`config.mk`:
```
export PLATFORM = sky130hd
export DESIGN_NAME = serchain_reader
export DESIGN_NICKNAME = d
export VERILOG_FILES = /design/src/rtl/serchain_pkg.sv /design/src/rtl/serchain_spi_eng.sv /design/src/rtl/serchain_chip_diag.sv /design/src/rtl/serchain_reader.sv
export SDC_FILE = /design/constraint.sdc
export NUM_CORES = 1
export LEC_CHECK = 0
export BUFFER_PORTS_ARGS = -buffer_cell sky130_fd_sc_hd__buf_4
export CAP_MARGIN = 20
export CORE_ASPECT_RATIO = 0.8
export CORE_UTILIZATION = 55
export CTS_CLUSTER_SIZE = 24
export DETAILED_ROUTE_END_ITERATION = 12
export PLACE_DENSITY = 0.85
export SLEW_MARGIN = 10
export SYNTH_ARGS = -nofsm -noshare
export SYNTH_HDL_FRONTEND = slang
export SYNTH_SLANG_ARGS = --single-unit
```
`constraint.sdc`:
```
create_clock -name clk_i -period 3.65 [get_ports clk_i]
set_input_delay 0.365 -clock clk_i [delete_from_list [all_inputs] [get_ports clk_i]]
set_output_delay 0.365 -clock clk_i [all_outputs]
set_load 0.01 [all_outputs]
```
`src/rtl/serchain_pkg.sv`:
```
package serchain_pkg;
  typedef enum logic [2:0] {
    ST_IDLE, ST_LEAD, ST_SHIFT, ST_TAIL, ST_EVAL
  } eng_state_e;

  localparam logic [7:0] CRC5_POLY_LJ = 8'hA8;  // x^5+x^4+x^2+1, left-justified

  function automatic logic [4:0] crc5_of(input logic [7:0] d);
    logic [7:0] r;
    r = d;
    for (int b = 0; b < 8; b++) begin
      r = r[7] ? ((r << 1) ^ CRC5_POLY_LJ) : (r << 1);
    end
    return r[7:3];
  endfunction
endpackage

```
`src/rtl/serchain_spi_eng.sv`:
```
module serchain_spi_eng
  import serchain_pkg::*;
#(
  parameter int N_CHIPS = 4,
  parameter int CLK_DIV = 2
) (
  input  logic                    clk_i,
  input  logic                    rst_ni,
  input  logic                    start_i,
  input  logic                    wide_i,
  input  logic                    miso_i,
  output logic                    sclk_o,
  output logic                    cs_no,
  output logic                    busy_o,
  output logic                    eval_o,
  output logic                    wide_q_o,
  output logic [16*N_CHIPS-1:0]   frame_o
);
  localparam int FRAME_W = 16 * N_CHIPS;
  localparam int BIT_W   = $clog2(FRAME_W + 1);
  localparam int DIV_W   = $clog2(CLK_DIV + 1);
  localparam logic [DIV_W-1:0] DIV_LAST  = DIV_W'(CLK_DIV - 1);
  localparam logic [BIT_W-1:0] BITS_NAR  = BIT_W'(8 * N_CHIPS);
  localparam logic [BIT_W-1:0] BITS_WIDE = BIT_W'(FRAME_W);

  eng_state_e         state_q;
  logic [DIV_W-1:0]   div_q;
  logic [BIT_W-1:0]   bits_q;
  logic               wide_q, sclk_q, cs_q;
  logic [FRAME_W-1:0] frame_q;
  logic               tick;
  logic [BIT_W-1:0]   target;

  assign tick   = (div_q == DIV_LAST);
  assign target = wide_q ? BITS_WIDE : BITS_NAR;

  always_ff @(posedge clk_i or negedge rst_ni) begin
    if (!rst_ni) begin
      state_q <= ST_IDLE;
      div_q   <= '0;
      bits_q  <= '0;
      wide_q  <= 1'b0;
      sclk_q  <= 1'b0;
      cs_q    <= 1'b1;
      frame_q <= '0;
    end else begin
      unique case (state_q)
        ST_IDLE: begin
          if (start_i) begin
            state_q <= ST_LEAD;
            cs_q    <= 1'b0;
            div_q   <= '0;
            bits_q  <= '0;
            wide_q  <= wide_i;
            frame_q <= '0;
          end
        end
        ST_LEAD: begin
          if (tick) begin
            div_q   <= '0;
            state_q <= ST_SHIFT;
          end else begin
            div_q <= div_q + 1'b1;
          end
        end
        ST_SHIFT: begin
          if (tick) begin
            div_q <= '0;
            if (!sclk_q) begin
              sclk_q  <= 1'b1;
              frame_q <= {frame_q[FRAME_W-2:0], miso_i};
              bits_q  <= bits_q + 1'b1;
            end else begin
              sclk_q <= 1'b0;
              if (bits_q == target) state_q <= ST_TAIL;
            end
          end else begin
            div_q <= div_q + 1'b1;
          end
        end
        ST_TAIL: begin
          if (tick) begin
            div_q   <= '0;
            cs_q    <= 1'b1;
            state_q <= ST_EVAL;
          end else begin
            div_q <= div_q + 1'b1;
          end
        end
        ST_EVAL: state_q <= ST_IDLE;
        default: state_q <= ST_IDLE;
      endcase
    end
  end

  assign sclk_o   = sclk_q;
  assign cs_no    = cs_q;
  assign busy_o   = (state_q != ST_IDLE);
  assign eval_o   = (state_q == ST_EVAL);
  assign wide_q_o = wide_q;
  assign frame_o  = frame_q;
endmodule

```
`src/rtl/serchain_chip_diag.sv`:
```
module serchain_chip_diag
  import serchain_pkg::*;
(
  input  logic [7:0] in_byte_i,
  input  logic [7:0] status_i,
  input  logic       wide_i,
  input  logic       ignore_uv_i,
  input  logic       fault_pin_i,
  output logic       crc_err_o,
  output logic       ovt_o,
  output logic       uv_alarm_o,
  output logic       uv_warn_o,
  output logic       fault_o,
  output logic       faulting_o
);
  logic [4:0] crc_calc;

  assign crc_calc   = crc5_of(in_byte_i);
  assign crc_err_o  = wide_i && (status_i[7:3] != crc_calc);
  assign ovt_o      = wide_i && status_i[1];
  assign uv_alarm_o = wide_i && !ignore_uv_i && !status_i[2];
  assign uv_warn_o  = wide_i && !ignore_uv_i && !status_i[0];
  assign fault_o    = fault_pin_i && !ignore_uv_i;
  // warning deliberately excluded
  assign faulting_o = fault_o || crc_err_o || ovt_o || uv_alarm_o;
endmodule

```
`src/rtl/serchain_reader.sv`:
```
module serchain_reader
  import serchain_pkg::*;
#(
  parameter int N_CHIPS = 4,
  parameter int CLK_DIV = 2
) (
  input  logic                   clk_i,
  input  logic                   rst_ni,
  input  logic                   start_i,
  input  logic                   wide_mode_i,
  input  logic                   ignore_uv_i,
  input  logic                   fault_shared_i,
  input  logic [N_CHIPS-1:0]     fault_i,
  input  logic                   spi_miso_i,
  output logic                   spi_sclk_o,
  output logic                   spi_cs_no,
  output logic                   busy_o,
  output logic                   done_o,
  output logic [8*N_CHIPS-1:0]   data_o,
  output logic [N_CHIPS-1:0]     valid_o,
  output logic [N_CHIPS-1:0]     crc_err_o,
  output logic [N_CHIPS-1:0]     ovt_o,
  output logic [N_CHIPS-1:0]     uv_alarm_o,
  output logic [N_CHIPS-1:0]     uv_warn_o,
  output logic [N_CHIPS-1:0]     fault_o
);
  localparam int FRAME_W = 16 * N_CHIPS;

  logic               eval, wide_q;
  logic [FRAME_W-1:0] frame;

  serchain_spi_eng #(.N_CHIPS(N_CHIPS), .CLK_DIV(CLK_DIV)) eng_i (
    .clk_i    (clk_i),
    .rst_ni   (rst_ni),
    .start_i  (start_i),
    .wide_i   (wide_mode_i),
    .miso_i   (spi_miso_i),
    .sclk_o   (spi_sclk_o),
    .cs_no    (spi_cs_no),
    .busy_o   (busy_o),
    .eval_o   (eval),
    .wide_q_o (wide_q),
    .frame_o  (frame)
  );

  logic [8*N_CHIPS-1:0] data_d;
  logic [N_CHIPS-1:0]   valid_d, crc_d, ovt_d, uva_d, uvw_d, flt_d;

  for (genvar i = 0; i < N_CHIPS; i++) begin : g_chip
    // first received byte ends up in the most significant position
    localparam int IN_WIDE  = (2 * N_CHIPS - 1 - 2 * i) * 8;
    localparam int ST_WIDE  = (2 * N_CHIPS - 2 - 2 * i) * 8;
    localparam int IN_NAR   = (N_CHIPS - 1 - i) * 8;
    logic [7:0] in_byte, st_byte;
    logic       pin, faulting;

    assign in_byte = wide_q ? frame[IN_WIDE +: 8] : frame[IN_NAR +: 8];
    assign st_byte = frame[ST_WIDE +: 8];
    assign pin     = fault_shared_i ? fault_i[0] : fault_i[i];

    serchain_chip_diag diag_i (
      .in_byte_i   (in_byte),
      .status_i    (st_byte),
      .wide_i      (wide_q),
      .ignore_uv_i (ignore_uv_i),
      .fault_pin_i (pin),
      .crc_err_o   (crc_d[i]),
      .ovt_o       (ovt_d[i]),
      .uv_alarm_o  (uva_d[i]),
      .uv_warn_o   (uvw_d[i]),
      .fault_o     (flt_d[i]),
      .faulting_o  (faulting)
    );

    assign valid_d[i]         = !faulting;
    assign data_d[8*i +: 8]   = faulting ? 8'h00 : in_byte;
  end

  always_ff @(posedge clk_i or negedge rst_ni) begin
    if (!rst_ni) begin
      done_o     <= 1'b0;
      data_o     <= '0;
      valid_o    <= '0;
      crc_err_o  <= '0;
      ovt_o      <= '0;
      uv_alarm_o <= '0;
      uv_warn_o  <= '0;
      fault_o    <= '0;
    end else begin
      done_o <= eval;
      if (eval) begin
        data_o     <= data_d;
        valid_o    <= valid_d;
        crc_err_o  <= crc_d;
        ovt_o      <= ovt_d;
        uv_alarm_o <= uva_d;
        uv_warn_o  <= uvw_d;
        fault_o    <= flt_d;
      end
    end
  end
endmodule

```
==> flow_summary.rst <==
.. list-table::
   :header-rows: 1

   * - Metric
     - Value
   * - Outcome
     - finished clean
   * - Kind of critical path
     - flip-flop to flip-flop
   * - Number of global-route vias before repair
     - 5658
   * - Sequential cell area in the final layout
     - 3410 sq um
   * - Pin count of the biggest net entering global routing
     - 136
   * - Total count of max-transition violations in the final report
     - 0
   * - NumNets Final
     - 834
   * - IO buf count
     - 70
   * - Num Clock Sinks
     - 136
   * - Core Box Area
     - 12900 sq um
   * - Total area of multi-input combinational cells
     - 3630 sq um
   * - Number of search-and-repair iterations in the first detailed-routing pass
     - 6
   * - Cell Rows
     - 37
   * - Synthesized instance count
     - 785
   * - Hold crit path type
     - input pin to flip-flop
   * - Root buffer selected by CTS
     - sky130_fd_sc_hd__clkbuf_16
   * - Remaining Overflow, GRT
     - 0
   * - TritonCTS clock tree
     - yes
   * - Worst setup skew after layout
     - 0.00959 ns
   * - Area share of the largest cell type after synthesis
     - 46.1%
   * - Clock-pin slew reported for the worst setup and hold paths after clock tree synthesis
     - 0.06 ns
   * - Antenna diodes
     - 0
   * - Critical Path End Type
     - flip-flop
   * - Clock insertion delay at the later pin of the skew report
     - 0.43 ns
   * - Aggregate routed wire length
     - 18100 microns
   * - CTS max path bufs
     - 2
   * - Number of primary I/O pins
     - 71
   * - Cell with the most instances after synthesis
     - sky130_fd_sc_hd__nand2_1
   * - Fill cell total of the finished layout
     - 936
   * - PD cells
     - 720 nW/um^2
   * - Number of buffers inserted during clock tree synthesis
     - 17
   * - Global placer's final weighted congestion
     - 0.886
   * - Main flop type after synthesis
     - sky130_fd_sc_hd__dfrtp_1
   * - Busiest grt layer
     - met1
   * - Die width
     - 131 microns
   * - Number of setup violations in the final report
     - 0
   * - Die Ht
     - 105 microns
   * - Wire length of the first global-routing pass
     - 29400 microns
   * - Leakage power total
     - 0.00402 uW
   * - Data required time of the worst path
     - 3.93 ns
   * - Sequence of cells on the critical path
     - buf_4 > mux2i_1 > xnor2_1 > xnor2_1 > or2_2 > o221ai_1 > a31oi_1 > o21ai_0
   * - Library cell with the largest summed area after synthesis
     - sky130_fd_sc_hd__dfrtp_1
   * - Tmin final
     - 3.07 ns
   * - Maximum cell stage delay along the critical path
     - 0.60 ns
   * - Register bit count reported by yosys
     - 136
   * - GRT met1 Usage
     - 40.9%
   * - Share of final-layout standard cells stronger than drive strength 1
     - 15.7%
   * - Max transition margin
     - 36.0%
   * - Most used cell, CP
     - sky130_fd_sc_hd__xnor2_1
   * - Largest vdd supply drop
     - 0.391 mV
   * - Top cells by instance count after synthesis
     - 185 x sky130_fd_sc_hd__nand2_1, 135 x sky130_fd_sc_hd__dfrtp_1, 87 x sky130_fd_sc_hd__o21ai_0
   * - Synthesized Nets
     - 798
   * - Mean instance size in the synthesized netlist
     - 9.34 sq um
   * - Area of the die
     - 13800 sq um
   * - Final critical-path share of the clock period
     - 84.1%
   * - Number of enable-type register cells in the synthesized netlist
     - 0
   * - RSZ-0062 raised after global routing
     - no
   * - Detailed Route Iter0 Violations
     - 630
   * - Highest attainable clock frequency
     - 0.326 GHz
   * - Yosys warns
     - 0
   * - DPL Wire Length
     - 11600 microns
   * - Arrival time of the worst setup path
     - 3.35 ns
   * - Synth area leaders
     - sky130_fd_sc_hd__dfrtp_1 46%, sky130_fd_sc_hd__nand2_1 9.5%, sky130_fd_sc_hd__o21ai_0 5.9%, sky130_fd_sc_hd__xnor2_1 5.4%, sky130_fd_sc_hd__mux2i_1 4.0%
   * - Number of vias in the routed layout
     - 6070
   * - Post-Route Utilization
     - 66.0%
   * - Wire length per cell after detailed routing
     - 18.0 microns
   * - Mapped Area
     - 7330 sq um
   * - Initial core utilization
     - 56.7%
   * - Post-CTS setup-driven buffer insertion count
     - 0
   * - Master of the slowest instance on the critical path
     - sky130_fd_sc_hd__a31oi_1
   * - Growth of design area from synthesis to finish
     - 16.3%
   * - Hold violation total from the final report
     - 0
   * - Maximum fanout along the worst path
     - 51
   * - Number of vias per cell
     - 6.02
   * - Total global routing track utilization
     - 28.2%
   * - Kind of start point of the critical path
     - flip-flop
   * - Post-Route Setup TNS
     - 0 ns
   * - Remaining antenna violation count after routing
     - 0
   * - Max-capacitance violation count
     - 0
   * - Number of antenna violations at the first check in global routing
     - 0
   * - Met2 track demand over resource
     - 40.4%
   * - Unique masters post-synth
     - 53
   * - Residual DRC count
     - 0
   * - Met3 track demand over resource in global routing
     - 8.17%
   * - Part of the Yosys area used for sequential elements
     - 46.4%
   * - H-tree lvl count
     - 4
   * - Worst Tran Pin Value
     - 0.956 ns
   * - Proportion of synthesized flip-flops having asynchronous set or reset
     - 100%
## sequential cells by signal, summed over array words and instances (netlist names)
| name | cells |
|---|---|
| eng_i.frame_o | 64 |
| data_o | 32 |
| eng_i.bits_q | 7 |
| crc_err_o | 4 |
| fault_o | 4 |
| ovt_o | 4 |
| uv_alarm_o | 4 |
| uv_warn_o | 4 |
| valid_o | 4 |
| eng_i.state_q | 3 |
| eng_i.div_q | 2 |
| done_o | 1 |
| eng_i.cs_no | 1 |
| eng_i.sclk_o | 1 |
| eng_i.wide_q_o | 1 |
## critical path: cells and delay by family (launching register included)
| family | cells | cell delay [ns] |
|---|---|---|
| multiplexers | 1 | 0.55 |
| flip-flops | 1 | 0.37 |
| AND/OR/NAND/NOR | 1 | 0.16 |
| XOR/XNOR | 2 | 0.41 |
| AO/OA/AOI/OAI | 3 | 0.90 |
| buffers and inverters | 1 | 0.52 |
## path summary, 6_finish.rpt
kind                       cells after the start                end  slack [ns]           start
min in group asynchronous                      2   eng_i.frame_o[3]        0.35          rst_ni
min reg2reg                                    2           ovt_o[3]        0.48        ovt_o[3]
max in group asynchronous                      4  eng_i.frame_o[53]        2.37          rst_ni
max                                            8         valid_o[0]        0.58  eng_i.wide_q_o
max reg2reg                                    8         valid_o[0]        0.58  eng_i.wide_q_o
min                                            3   eng_i.frame_o[0]        0.18      spi_miso_i
## cells by family after synthesis
family / Yosys count / share of synthesized area [%]
and+or+nand+nor: 269 / 15.7
buffers and inverters: 75 / 4.11
DFF: 136 / 46.4
AOI/OAI and AO/OA: 181 / 16.3
xor gates and xnor gates: 83 / 11.5
adders and majority gates: 2 / 0.341
muxes: 39 / 5.65
## what timing repair did
action,CTS,global route
hold buffers,0,1
endpoints found under the hold margin,0,22
endpoints found under the setup margin,0,0
resized for setup,0,0
## cell type report
class / instances / area share [%]
Inverter: 9 / 0.396
Sequential cell: 136 / 40.0
Tap cell: 175 / 2.57
Timing Repair Buffer: 83 / 7.77
Clock buffer: 23 / 5.49
Clock inverter: 9 / 1.17
Multi-Input combinational cell: 574 / 42.6
## per-layer routing
layer | vias to the layer above | part of all wire, %
li1 | 2786 | -
met1 | 3003 | 46
met2 | 250 | 45
met3 | 31 | 7.9
met4 | 0 | 1.6
met5 | - | 0
## placed cells by master (no fill, tap or decap), types with 3 or more instances in the layout
cell type / netlist / final
sky130_fd_sc_hd__nor2_1: 26 / 26
sky130_fd_sc_hd__nand2_1: 185 / 184
sky130_fd_sc_hd__a22o_1: 9 / 9
sky130_fd_sc_hd__clkbuf_1: 53 / 4
sky130_fd_sc_hd__nand3_1: 9 / 9
sky130_fd_sc_hd__mux2i_1: 29 / 29
sky130_fd_sc_hd__nor3b_1: 3 / 3
sky130_fd_sc_hd__inv_1: 8 / 8
sky130_fd_sc_hd__a21oi_1: 11 / 11
sky130_fd_sc_hd__o221ai_1: 3 / 3
sky130_fd_sc_hd__a41o_1: 10 / 10
sky130_fd_sc_hd__a32oi_1: 10 / 10
sky130_fd_sc_hd__clkbuf_16: 0 / 17
sky130_fd_sc_hd__xor2_1: 30 / 30
sky130_fd_sc_hd__a22oi_1: 6 / 6
sky130_fd_sc_hd__a21o_1: 4 / 4
sky130_fd_sc_hd__nand3b_1: 4 / 4
sky130_fd_sc_hd__or2_2: 3 / 3
sky130_fd_sc_hd__and3_1: 6 / 6
sky130_fd_sc_hd__o31ai_1: 26 / 26
sky130_fd_sc_hd__dfrtp_1: 135 / 134
sky130_fd_sc_hd__xnor2_1: 45 / 45
sky130_fd_sc_hd__mux2_2: 9 / 9
sky130_fd_sc_hd__nor2b_1: 3 / 3
sky130_fd_sc_hd__buf_4: 1 / 79
sky130_fd_sc_hd__nand2b_1: 9 / 9
sky130_fd_sc_hd__nand4_1: 9 / 9
sky130_fd_sc_hd__nor3_1: 4 / 4
sky130_fd_sc_hd__clkinv_2: 0 / 5
sky130_fd_sc_hd__xnor3_1: 6 / 6
sky130_fd_sc_hd__o21ai_0: 87 / 87
sky130_fd_sc_hd__or3_1: 6 / 6
## power by group
group          total (uW)  internal, uW  leakage, uW  switching, uW
Sequential           2160          1850      0.00183            313
Clock                1660          1030     0.000277            629
Combinational        2310           971      0.00191           1340
Total                6140          3850      0.00402           2290
## stage by stage
| step | cells | hold WS [ns] | total power, uW | setup WS [ns] | cell area, sq um |
|---|---|---|---|---|---|
| finish | 1009 | 0.180 | 6140 | 0.581 | 8520 |
| global route | 1009 | 0.182 | 6480 | 0.377 | 8520 |
| CTS | 1007 | 0.126 | 6120 | 0.669 | 8480 |
| detailed placement | 975 | 0.467 | 4440 | 0.707 | 7920 |
| global placement | 975 | 0.463 | 4370 | 0.776 | 7920 |
| floorplan | 785 | 0.0694 | 3600 | 1.06 | 7330 |
Note: power is estimated with default switching activity, not from simulation.
